`src/rtl/ocmp_pkg.sv`:
```
package ocmp_pkg;
  localparam int unsigned BYTE_W = 8;

  typedef enum logic [1:0] {
    OM_OFF    = 2'b00,
    OM_TOGGLE = 2'b01,
    OM_CLEAR  = 2'b10,
    OM_SET    = 2'b11
  } om_mode_e;
endpackage

```
`src/rtl/ocmp_rst_sync.sv`:
```
module ocmp_rst_sync #(
  parameter int unsigned STAGES = 2
) (
  input  logic clk,
  input  logic rst_n,
  output logic rst_sync_n
);
  logic [STAGES-1:0] chain_q;

  always_ff @(posedge clk or negedge rst_n) begin
    if (!rst_n) chain_q <= '0;
    else        chain_q <= {chain_q[STAGES-2:0], 1'b1};
  end

  assign rst_sync_n = chain_q[STAGES-1];
endmodule

```
`src/rtl/ocmp_regfile.sv`:
```
module ocmp_regfile #(
  parameter int unsigned BYTE_W = ocmp_pkg::BYTE_W,
  localparam int unsigned CMP_W = 2 * BYTE_W
) (
  input  logic              clk,
  input  logic              rst_n,
  input  logic              wr_en,
  input  logic              wr_hi,
  input  logic [BYTE_W-1:0] wr_data,
  input  logic              rd_hi,
  output logic [BYTE_W-1:0] rd_data,
  input  logic              pwm_mode,
  input  logic              upd_at_top,
  input  logic              at_top,
  input  logic              at_bottom,
  output logic [CMP_W-1:0]  cmp_val
);
  logic [BYTE_W-1:0] stage_q, stage_d;
  logic [CMP_W-1:0]  shad_q, shad_d;
  logic [CMP_W-1:0]  act_q, act_d;
  logic [CMP_W-1:0]  wr_word;
  logic              stage_en, shad_en, act_en;
  logic              lo_wr, upd_evt;
  logic [CMP_W-1:0]  vis;

  assign lo_wr   = wr_en & ~wr_hi;
  assign wr_word = {stage_q, wr_data};
  assign upd_evt = upd_at_top ? at_top : at_bottom;

  always_comb begin
    stage_en = wr_en & wr_hi;
    stage_d  = wr_data;
    shad_en  = lo_wr & pwm_mode;
    shad_d   = wr_word;
    act_en   = pwm_mode ? upd_evt : lo_wr;
    act_d    = pwm_mode ? shad_q : wr_word;
  end

  always_ff @(posedge clk or negedge rst_n) begin
    if (!rst_n) begin
      stage_q <= '0;
      shad_q  <= '0;
      act_q   <= '0;
    end else begin
      if (stage_en) stage_q <= stage_d;
      if (shad_en)  shad_q  <= shad_d;
      if (act_en)   act_q   <= act_d;
    end
  end

  assign vis     = pwm_mode ? shad_q : act_q;
  assign rd_data = rd_hi ? vis[CMP_W-1:BYTE_W] : vis[BYTE_W-1:0];
  assign cmp_val = act_q;


  hi_write_keeps_chk: assert property (@(posedge clk) disable iff (!rst_n)
    (wr_en && wr_hi && !pwm_mode) |=> $stable(act_q));

  lo_write_lands_chk: assert property (@(posedge clk) disable iff (!rst_n)
    (wr_en && !wr_hi && !pwm_mode) |=> (act_q[BYTE_W-1:0] == $past(wr_data)));

  pwm_hold_chk: assert property (@(posedge clk) disable iff (!rst_n)
    (pwm_mode && !(upd_at_top ? at_top : at_bottom)) |=> $stable(act_q));
endmodule

```
`src/rtl/ocmp_match.sv`:
```
module ocmp_match #(
  parameter int unsigned CMP_W = 2 * ocmp_pkg::BYTE_W
) (
  input  logic             clk,
  input  logic             rst_n,
  input  logic [CMP_W-1:0] cnt,
  input  logic [CMP_W-1:0] cmp_val,
  input  logic             flag_clr,
  output logic             hit,
  output logic             flag_q
);
  logic flag_d;

  assign hit = (cnt == cmp_val);

  always_comb begin
    flag_d = flag_q;
    if (flag_clr) flag_d = 1'b0;
    if (hit)      flag_d = 1'b1;
  end

  always_ff @(posedge clk or negedge rst_n) begin
    if (!rst_n) flag_q <= 1'b0;
    else        flag_q <= flag_d;
  end


  hit_sets_flag_chk: assert property (@(posedge clk) disable iff (!rst_n)
    hit |=> flag_q);

  clr_drops_flag_chk: assert property (@(posedge clk) disable iff (!rst_n)
    (flag_clr && !hit) |=> !flag_q);
endmodule

```
`src/rtl/ocmp_pin.sv`:
```
module ocmp_pin (
  input  logic       clk,
  input  logic       rst_n,
  input  logic       hit,
  input  logic       force_cmp,
  input  logic       pwm_mode,
  input  logic [1:0] om_mode,
  output logic       pin_q
);
  import ocmp_pkg::*;

  logic     pin_d, evt;
  om_mode_e mode;

  assign mode = om_mode_e'(om_mode);
  assign evt  = hit | (force_cmp & ~pwm_mode);

  always_comb begin
    pin_d = pin_q;
    unique case (mode)
      OM_OFF:    pin_d = 1'b0;
      OM_TOGGLE: if (evt) pin_d = ~pin_q;
      OM_CLEAR:  if (evt) pin_d = 1'b0;
      OM_SET:    if (evt) pin_d = 1'b1;
      default:   pin_d = 1'b0;
    endcase
  end

  always_ff @(posedge clk or negedge rst_n) begin
    if (!rst_n) pin_q <= 1'b0;
    else        pin_q <= pin_d;
  end


  off_low_chk: assert property (@(posedge clk) disable iff (!rst_n)
    (om_mode == 2'b00) |=> !pin_q);

  force_set_chk: assert property (@(posedge clk) disable iff (!rst_n)
    (force_cmp && !pwm_mode && om_mode == 2'b11) |=> pin_q);

  pwm_force_ignored_chk: assert property (@(posedge clk) disable iff (!rst_n)
    (pwm_mode && !hit && om_mode != 2'b00) |=> $stable(pin_q));
endmodule

```
`src/rtl/ocmp_channel.sv`:
```
module ocmp_channel #(
  parameter int unsigned BYTE_W = ocmp_pkg::BYTE_W,
  localparam int unsigned CMP_W = 2 * BYTE_W
) (
  input  logic              clk,
  input  logic              rst_n,
  input  logic              wr_en,
  input  logic              wr_hi,
  input  logic [BYTE_W-1:0] wr_data,
  input  logic              rd_hi,
  output logic [BYTE_W-1:0] rd_data,
  input  logic [CMP_W-1:0]  cnt,
  input  logic              at_top,
  input  logic              at_bottom,
  input  logic              pwm_mode,
  input  logic              upd_at_top,
  input  logic [1:0]        om_mode,
  input  logic              force_cmp,
  input  logic              flag_clr,
  output logic              match_pulse,
  output logic              match_flag,
  output logic              oc_pin
);
  logic             rst_i_n;
  logic [CMP_W-1:0] cmp_val;
  logic             hit;

  ocmp_rst_sync #(.STAGES(2)) u_rst (
    .clk(clk), .rst_n(rst_n), .rst_sync_n(rst_i_n)
  );

  ocmp_regfile #(.BYTE_W(BYTE_W)) u_regs (
    .clk(clk), .rst_n(rst_i_n), .wr_en(wr_en), .wr_hi(wr_hi),
    .wr_data(wr_data), .rd_hi(rd_hi), .rd_data(rd_data),
    .pwm_mode(pwm_mode), .upd_at_top(upd_at_top), .at_top(at_top),
    .at_bottom(at_bottom), .cmp_val(cmp_val)
  );

  ocmp_match #(.CMP_W(CMP_W)) u_match (
    .clk(clk), .rst_n(rst_i_n), .cnt(cnt), .cmp_val(cmp_val),
    .flag_clr(flag_clr), .hit(hit), .flag_q(match_flag)
  );

  ocmp_pin u_pin (
    .clk(clk), .rst_n(rst_i_n), .hit(hit), .force_cmp(force_cmp),
    .pwm_mode(pwm_mode), .om_mode(om_mode), .pin_q(oc_pin)
  );

  assign match_pulse = hit;


  pulse_flag_chk: assert property (@(posedge clk) disable iff (!rst_i_n)
    match_pulse |=> match_flag);
endmodule

```
`config.mk`:
```
export PLATFORM = sky130hd
export DESIGN_NAME = ocmp_channel
export DESIGN_NICKNAME = d
export VERILOG_FILES = /design/src/rtl/ocmp_pkg.sv /design/src/rtl/ocmp_rst_sync.sv /design/src/rtl/ocmp_regfile.sv /design/src/rtl/ocmp_match.sv /design/src/rtl/ocmp_pin.sv /design/src/rtl/ocmp_channel.sv
export SDC_FILE = /design/constraint.sdc
export NUM_CORES = 1
export LEC_CHECK = 0
export ABC_AREA = 1
export BUFFER_PORTS_ARGS = -buffer_cell sky130_fd_sc_hd__buf_2
export CORE_MARGIN = 2
export CORE_UTILIZATION = 49
export DETAILED_ROUTE_END_ITERATION = 10
export GPL_ROUTABILITY_DRIVEN = 0
export PLACE_DENSITY = 0.75
export SKIP_LAST_GASP = 1
export SYNTH_ARGS = -nofsm -noshare
export SYNTH_HDL_FRONTEND = slang
export SYNTH_SLANG_ARGS = --single-unit
```
`constraint.sdc`:
```
create_clock -name clk -period 1.35 [get_ports clk]
set_input_delay 0.27 -clock clk [delete_from_list [all_inputs] [get_ports clk]]
set_output_delay 0.27 -clock clk [all_outputs]
set_load 0.02 [all_outputs]
```
# After elaboration in Yosys (flattened, before gate mapping)
# Cells that the tools add are included.
# word_totals
out_inout_bits,11
reg_bits,44
elab_cells,35
inputBits,37
# op_classes
n_reduce_logical,3
mux,11
n_eq_ne,7
bitwise,8
# op_table
operator,n
2-to-1 mux 16 bit,2
== test 16 bit,1
2-to-1 mux 8 bit,1
2-to-1 mux 1 bit,7
inequality test 2 x 1 -> 1 bit (second input constant),3
AND 1 bit,4
== test 2 bit (second input constant),2
one-hot mux 1 bit (4 select lines),1
NOT 1 bit,3
AND reduction 3 bit,1
== test 2 x 1 -> 1 bit (second input constant),1
logical NOT 2 bit,1
nonzero test 2 bit,1
bitwise OR 1 bit,1

# Longest topological paths before layout
# Gate-level depths: netlist of the first run.
# logic_depth
word_depth,5
depth_mapped,10
ltp_nobuf,10

# By module
# Synthesis of the first run repeated with hierarchy kept, for this count alone.
# hier_totals
hier_cells,368
hier_area_um2,2494.9
# modules_own_cells
mod,area_per_inst_um2,cells_each,seq_area_each_um2,instances
ocmp_regfile,1981.9,256,1001.0,1
ocmp_match,377.9,95,25.0,1
ocmp_pin,81.3,14,25.0,1
ocmp_rst_sync,53.8,3,50.0,1

# Worst setup path after synthesis of the first run
# No wires, ideal clock.
# synth_timing
path_kind,input -> output
startpoint,input port pwm_mode
endpoint,output port rd_data[0]
t_arrival_ps,1139
cell_stages,5
required_time_ps,1080
path_slack_ps,-59
cell_sequence,buf_6 -> inv_4 -> buf_2 -> nand2_1 -> a32oi_1
# synth_via
elab_chain_len,2
# synth_lines
item,line_no,text
start: declaration,ocmp_channel.sv:15,"input logic pwm_mode,"
2-to-1 mux 16 bit,ocmp_regfile.sv:51,assign vis = pwm_mode ? shad_q : act_q;
2-to-1 mux 8 bit,ocmp_regfile.sv:52,assign rd_data = rd_hi ? vis[CMP_W-1:BYTE_W] : vis[BYTE_W-1:0];
end: declaration,ocmp_channel.sv:11,"output logic [BYTE_W-1:0] rd_data,"
# No other way between the ends.

# Final worst setup path of the first run
# layout_timing
startpoint,"register u_regs.act_q[5], in the netlist u_regs.cmp_val[5]"
endpoint,output port match_pulse
# layout_via
elab_chain_len,1
# layout_lines
item,line_no,text
start: declaration,ocmp_regfile.sv:20,"logic [CMP_W-1:0] act_q, act_d;"
start signal: assignment,ocmp_regfile.sv:47,if (act_en) act_q <= act_d;
== test 16 bit,ocmp_match.sv:14,assign hit = (cnt == cmp_val);
end: declaration,ocmp_channel.sv:20,"output logic match_pulse,"
# No other way between the ends.

==> results of run 1 <==
==> power breakdown <==
group | total (uW) | switching, uW | internal, uW | leakage [uW]
Combinational | 1100 | 582 | 520 | 0.00105
Sequential | 1680 | 148 | 1530 | 0.000556
Clock | 1150 | 427 | 728 | 0.0000642
Total | 3930 | 1160 | 2780 | 0.00167
==> sequential cells by signal, summed over array words and instances, names as in the netlist <==
signal          count
u_match.flag_q      1
u_regs.cmp_val     16
u_pin.pin_q         1
u_rst.chain_q       2
u_regs.shad_q      16
u_regs.stage_q      8
==> cell type report <==
class,instances,area (um^2)
sequential,44,1100
clock buffer,5,68.8
clock inverter,2,60.1
timing repair buffer,81,589
multi-input combinational,212,1020
fill,384,1550
tap,54,67.6
inverter,55,209
==> layout by cell type, fill, tap and decap left out, types with 4 or more instances in the layout <==
master / n
nor2_1: 7
o21ai_1: 14
nand2_1: 120
buf_4: 30
buf_6: 7
buf_2: 39
a21oi_2: 5
dfrtp_1: 44
clkbuf_8: 5
a32oi_1: 5
buf_12: 4
o21ai_0: 42
inv_1: 51
==> cells by family after synthesis <==
kind of cell	count (synthesis)
buffers and inverters	68
AOI/OAI and AO/OA	76
and+or+nand+nor	134
muxes	1
other	1
DFF	44
==> critical path, cell delays in order, from the launching register on <==
cell and delay (ps):
dfrtp_1 400, inv_2 50, nand2_1 50, nand2_1 60, nor2_2 130, nand2_1 70
nor2_1 90, nand2_1 80, inv_1 70, buf_6 110
==> cells in the mapped netlist (all sizes together) <==
| library cell | count |
|---|---|
| nand2 | 121 |
| buf | 9 |
| o21ai | 58 |
| a32oi | 8 |
| nor2 | 10 |
| mux2i | 1 |
| a21oi | 9 |
| a22oi | 1 |
| clkbuf | 4 |
| inv | 55 |
| conb | 1 |
| dfrtp | 44 |
| nand3 | 3 |
==> worst min path at each step <==
stage                                            end  depth (start not counted)      from  slack, ps
final                     u_match.flag_q$_DFFE_PN0P_                          2  flag_clr        140
after detailed placement  u_rst.chain_q[0]$_DFF_PN0_                          1     rst_n         60
after global routing      u_match.flag_q$_DFFE_PN0P_                          2  flag_clr        140
after floorplan           u_rst.chain_q[0]$_DFF_PN0_                          0     rst_n        -30
after global placement    u_rst.chain_q[0]$_DFF_PN0_                          1     rst_n         60
after CTS                 u_match.flag_q$_DFFE_PN0P_                          2  flag_clr        160
==> stage by stage <==
step | setup WS (ps) | util [%] | instances
2_1_floorplan | -58.6 | - | 324
3_3_place_gp | -54.1 | 59.9 | 436
3_5_place_dp | -139 | 59.9 | 436
4_1_cts | -346 | 64.0 | 447
5_1_grt | -467 | 66.8 | 453
6_report | -323 | 66.8 | 453
==> timing repair <==
action / CTS / global route
resized for setup: 9 / 25
endpoints found under the hold margin: 2 / 0
hold buffers: 1 / 0
buffers inserted: 6 / 9
setup endpoints to repair: 9 / 11
cloned: 0 / 0
pin swaps: 9 / 15
==> layer usage <==
metal / vias to the layer above / routed length, um / GRT usage, %
met5: - / 0 / 0
met4: 0 / 68 / 6.79
li1: 1155 / - / -
met2: 49 / 2570 / 32.1
met1: 1002 / 2590 / 31.0
met3: 6 / 308 / 4.56
==> impl_metrics.toml, run 1 <==
[cells_and_area]
diodes = 0
final_cell_area_um2 = 3110
layout-drive-gt1-share_pct = 26.8
area_growth_pct = 32.9
nets = 436

[floorplanning]
dieArea_um2 = 5350
ioPinCount = 48
chipHeight_um = 73.1
die_w_um = 73.1
initial_core_util_pct = 50.2
core-area_um2 = 4660
num_rows = 25

[detailed_routing]
vias = 2212
wl_per_cell_um = 12.2
antenna_left = 0
drc_errors = 0
drtIter0Drc = 172
drt_first_pass_iters = 4
via_per_inst = 4.88
routed_wl_mm = 5.54

[pwr]
finalPower_uw = 3930
leakagePower_uw = 0.00167
ir_worst_vdd_mv = 0.735
p_per_area_nw_per_um2 = 1260

[synth]
ys_seq_area_share_pct = 47.0
synth-seq-cells = 44
synthCells = 324
synth_top_family_by_area = "simple AND/OR/NAND/NOR gates"
synthDominantCellAreaShare_pct = 47.0
yosys.area_share.simple_pct = 21.9
synthTopCellsByArea = "dfrtp_1 47%, nand2_1 19%, o21ai_0 9.2%"
muxShareOfSynthArea_pct = 0.428
syn-num-nets = 361
synth_cell_types = 19
synth_area_leader_cell = "dfrtp_1"
syn_area_um2 = 2340
synthAdderAreaFrac_pct = 0
synth_compound_area_share_pct = 18.1
synthXorXnorAreaFrac_pct = 0
yosys_warnings = 0
syn-mean-instance-area_um2 = 7.23

[global_route]
grt_max_degree = 43
grt_usage_pct = 21.4
antenna_found_initial = 0
overflow = 0
grt_first_pass_wirelength_mm = 8.60
grt_pass1_vias = 1924

[worst_hold_path]
hold_path.class = "in2reg"

[timing]
hold_violations = 0
period_share_pct = 124
skew_ps = 4.60
drv_slew = 0
fmax_mhz = 598
setup_viol = 10
holdWs_ps = 145
rsz0062_at_grt = "yes"
setup_slack_ps = -323
max_slew_margin_pct = 52.7
tightestPinTransition_ps = 706
setup-tns-final_ps = -1630
period_minus_slack_ps = 1670

[worst_setup_path]
crit_required_ps = 1080
critical_path.endpoint = "match_pulse"
crit_fanout = 3
critPathCaptureType = "output port"
crit_type = "reg2out"
rr_worst_depth = 11
crit_start = "u_regs.cmp_val[5]$_DFFE_PN0P_"
worstPathArrival_ps = 1400
cp-start-kind = "flop"
r2r_end = "u_pin.pin_q$_DFFE_PN0P_"
r2r_setup_slack_ps = -50
r2r_start = "u_regs.cmp_val[5]$_DFFE_PN0P_"

[cts]
clockBufferDepth = 2
ctsRootBufferMaster = "clkbuf_8"
clk_pin_slew_worst_paths_ps = 80
cts_buffers = 5
insertion_delay_ps = 300
cts_tree = "done"
h-tree-depth = 2
clock_sinks = 44

[placement]
dpl_cell_area_um2 = 2790
portBuffers = 47
dp_hpwl_mm = 3.97

[run]
cap_violations = 0

[status]
violations = "setup timing"
status = "finished, violations left"
No activity file was read; power rests on OpenSTA's default activity.
==> inputs of run 2 (changes only) <==
--- a/config.mk
+++ b/config.mk
@@ -6,7 +6,7 @@
 export NUM_CORES = 1
 export LEC_CHECK = 0
 export ABC_AREA = 1
-export BUFFER_PORTS_ARGS = -buffer_cell sky130_fd_sc_hd__buf_2
+export BUFFER_PORTS_ARGS = -buffer_cell sky130_fd_sc_hd__buf_4
 export CORE_MARGIN = 2
 export CORE_UTILIZATION = 49
 export DETAILED_ROUTE_END_ITERATION = 10
==> run 2 against run 1 <==
The run still ends with setup timing left. Routed wire length increased by 0.85%. Combinational power about the same. Cell area increased by 0.44%. Clock power decreased by 13%. First-iteration DRC count unchanged. Count of clock-buffer cells in the layout increased by 1. Register-to-register slack got worse by 60 ps. Clock skew increased by 1.1 ps. Highest routed layer unchanged.
==> impl_metrics.toml, run 2 (synthesized netlist as in run 1, its figures left out) <==
[worst_setup_path]
crit_required_ps = 1080
r2r_setup_slack_ps = -110
r2r_end = "u_pin.pin_q$_DFFE_PN0P_"
rr_worst_depth = 11
crit_fanout = 3
r2r_start = "u_regs.cmp_val[5]$_DFFE_PN0P_"
worstPathArrival_ps = 1460
crit_start = "u_regs.cmp_val[5]$_DFFE_PN0P_"
crit_type = "reg2out"
critical_path.endpoint = "match_pulse"
critPathCaptureType = "output port"
cp-start-kind = "flop"

[global_route]
use_met3_pct = 4.28
busiest_layer = "met1"
grt_max_degree = 43
overflow = 0
antenna_found_initial = 0
gr-usage-met2_pct = 28.8
grt_usage_pct = 20.8
grt_pass1_vias = 1863
met1_usage_pct = 32.4
grt_first_pass_wirelength_mm = 8.47

[floorplanning]
chipHeight_um = 73.1
num_rows = 25
ioPinCount = 48
initial_core_util_pct = 50.2
die_w_um = 73.1
dieArea_um2 = 5350
core-area_um2 = 4660

[cells_and_area]
layout-drive-gt1-share_pct = 27.4
nets = 430
area_growth_pct = 33.5
diodes = 0
fill_cells = 401
final_common_cell = "nand2_1"
final_cell_mix = "117 x nand2_1, 66 x buf_4, 47 x inv_1"

[timing]
drv_slew = 0
setup_viol = 11
max_slew_margin_pct = 52.6
tightestPinTransition_ps = 708
setup-tns-final_ps = -1900
rsz0062_at_grt = "yes"
setup_slack_ps = -376
skew_ps = 5.75
period_share_pct = 128
fmax_mhz = 579
period_minus_slack_ps = 1730
holdWs_ps = 128
hold_violations = 0

[status]
violations = "setup timing"
status = "finished, violations left"

[cts]
clock_sinks = 44
cts_buffers = 5
insertion_delay_ps = 300
ctsRootBufferMaster = "clkbuf_8"
cts_tree = "done"
clk_pin_slew_worst_paths_ps = 80
clockBufferDepth = 2
h-tree-depth = 2

[detailed_routing]
antenna_left = 0
drt_first_pass_iters = 4
via_per_inst = 4.94
drtIter0Drc = 172
wl_per_cell_um = 12.5
routed_wl_mm = 5.58
drc_errors = 0
vias = 2213

[pwr]
p_sw_uw = 1170
leakagePower_uw = 0.00166
p_seq_share_pct = 44.6
clock_power_share_pct = 26.6
swShare_pct = 31.2
p_per_area_nw_per_um2 = 1200
share_comb_of_total_power_pct = 28.8
p_int_uw = 2580
ir_worst_vdd_mv = 0.710

[worst_hold_path]
hold_path.class = "in2reg"

[placement]
dp_hpwl_mm = 3.75
pre_cts_ws_ps = -65.6
portBuffers = 47

[run]
cap_violations = 0
-- run 2: worst max-delay path, stage by stage, from the launching register on --
cell     delay [ps]
dfrtp_1         420
nand2_1         110
nand2_2          70
nor2_2          130
nand2_1          90
nor2_2          120
nand2_2          80
inv_2            50
buf_6           100
-- run 2: worst min path at each step --
stage / start / to / slack (ps) / cells after the start
after detailed placement: rst_n / u_rst.chain_q[0]$_DFF_PN0_ / 50 / 1
after global placement: rst_n / u_rst.chain_q[0]$_DFF_PN0_ / 50 / 1
after floorplan: rst_n / u_rst.chain_q[0]$_DFF_PN0_ / -30 / 0
final: flag_clr / u_match.flag_q$_DFFE_PN0P_ / 130 / 2
after global routing: flag_clr / u_match.flag_q$_DFFE_PN0P_ / 130 / 2
after CTS: flag_clr / u_match.flag_q$_DFFE_PN0P_ / 170 / 2
-- run 2: what timing repair did --
action,4_1_cts,5_1_grt
buffers inserted,4,9
pin swaps,9,15
cloned,0,0
hold buffers,1,0
setup endpoints to repair,9,11
endpoints found under the hold margin,2,0
resized for setup,9,20
-- run 2: power by group through the flow --
stage	logic (uW)	registers, uW	clock network (uW)
after floorplan	549	1670	0
after detailed placement	920	1690	0
final	1080	1670	997
after CTS	979	1660	1010
after global placement	898	1680	0
after global routing	1200	1700	1060
-- run 2: area by class of cell --
cell class / count / area, um^2 / area share, %
clock inverters: 2 / 35.0 / 1.12
clock buffers: 6 / 72.6 / 2.32
inverters: 55 / 209 / 6.69
repair buffers: 75 / 631 / 20.2
well taps: 54 / 67.6 / 2.16
flip-flops and latches: 44 / 1100 / 35.2
multi-input cells: 212 / 1010 / 32.3
-- run 2: stage by stage --
step	cell area, um^2	utilization, %	power (uW)	cells
after floorplan	2340	-	2220	324
after detailed placement	2850	61.2	2610	428
after CTS	3020	64.8	3650	440
final	3130	67.1	3750	448
after global placement	2850	61.2	2580	428
after global routing	3130	67.1	3960	448
-- run 2: routing by layer --
layer	share of wire [%]	routed length [um]
met1	47	2630
met2	45	2540
met4	1.9	108
met5	0	0
met3	5.4	304
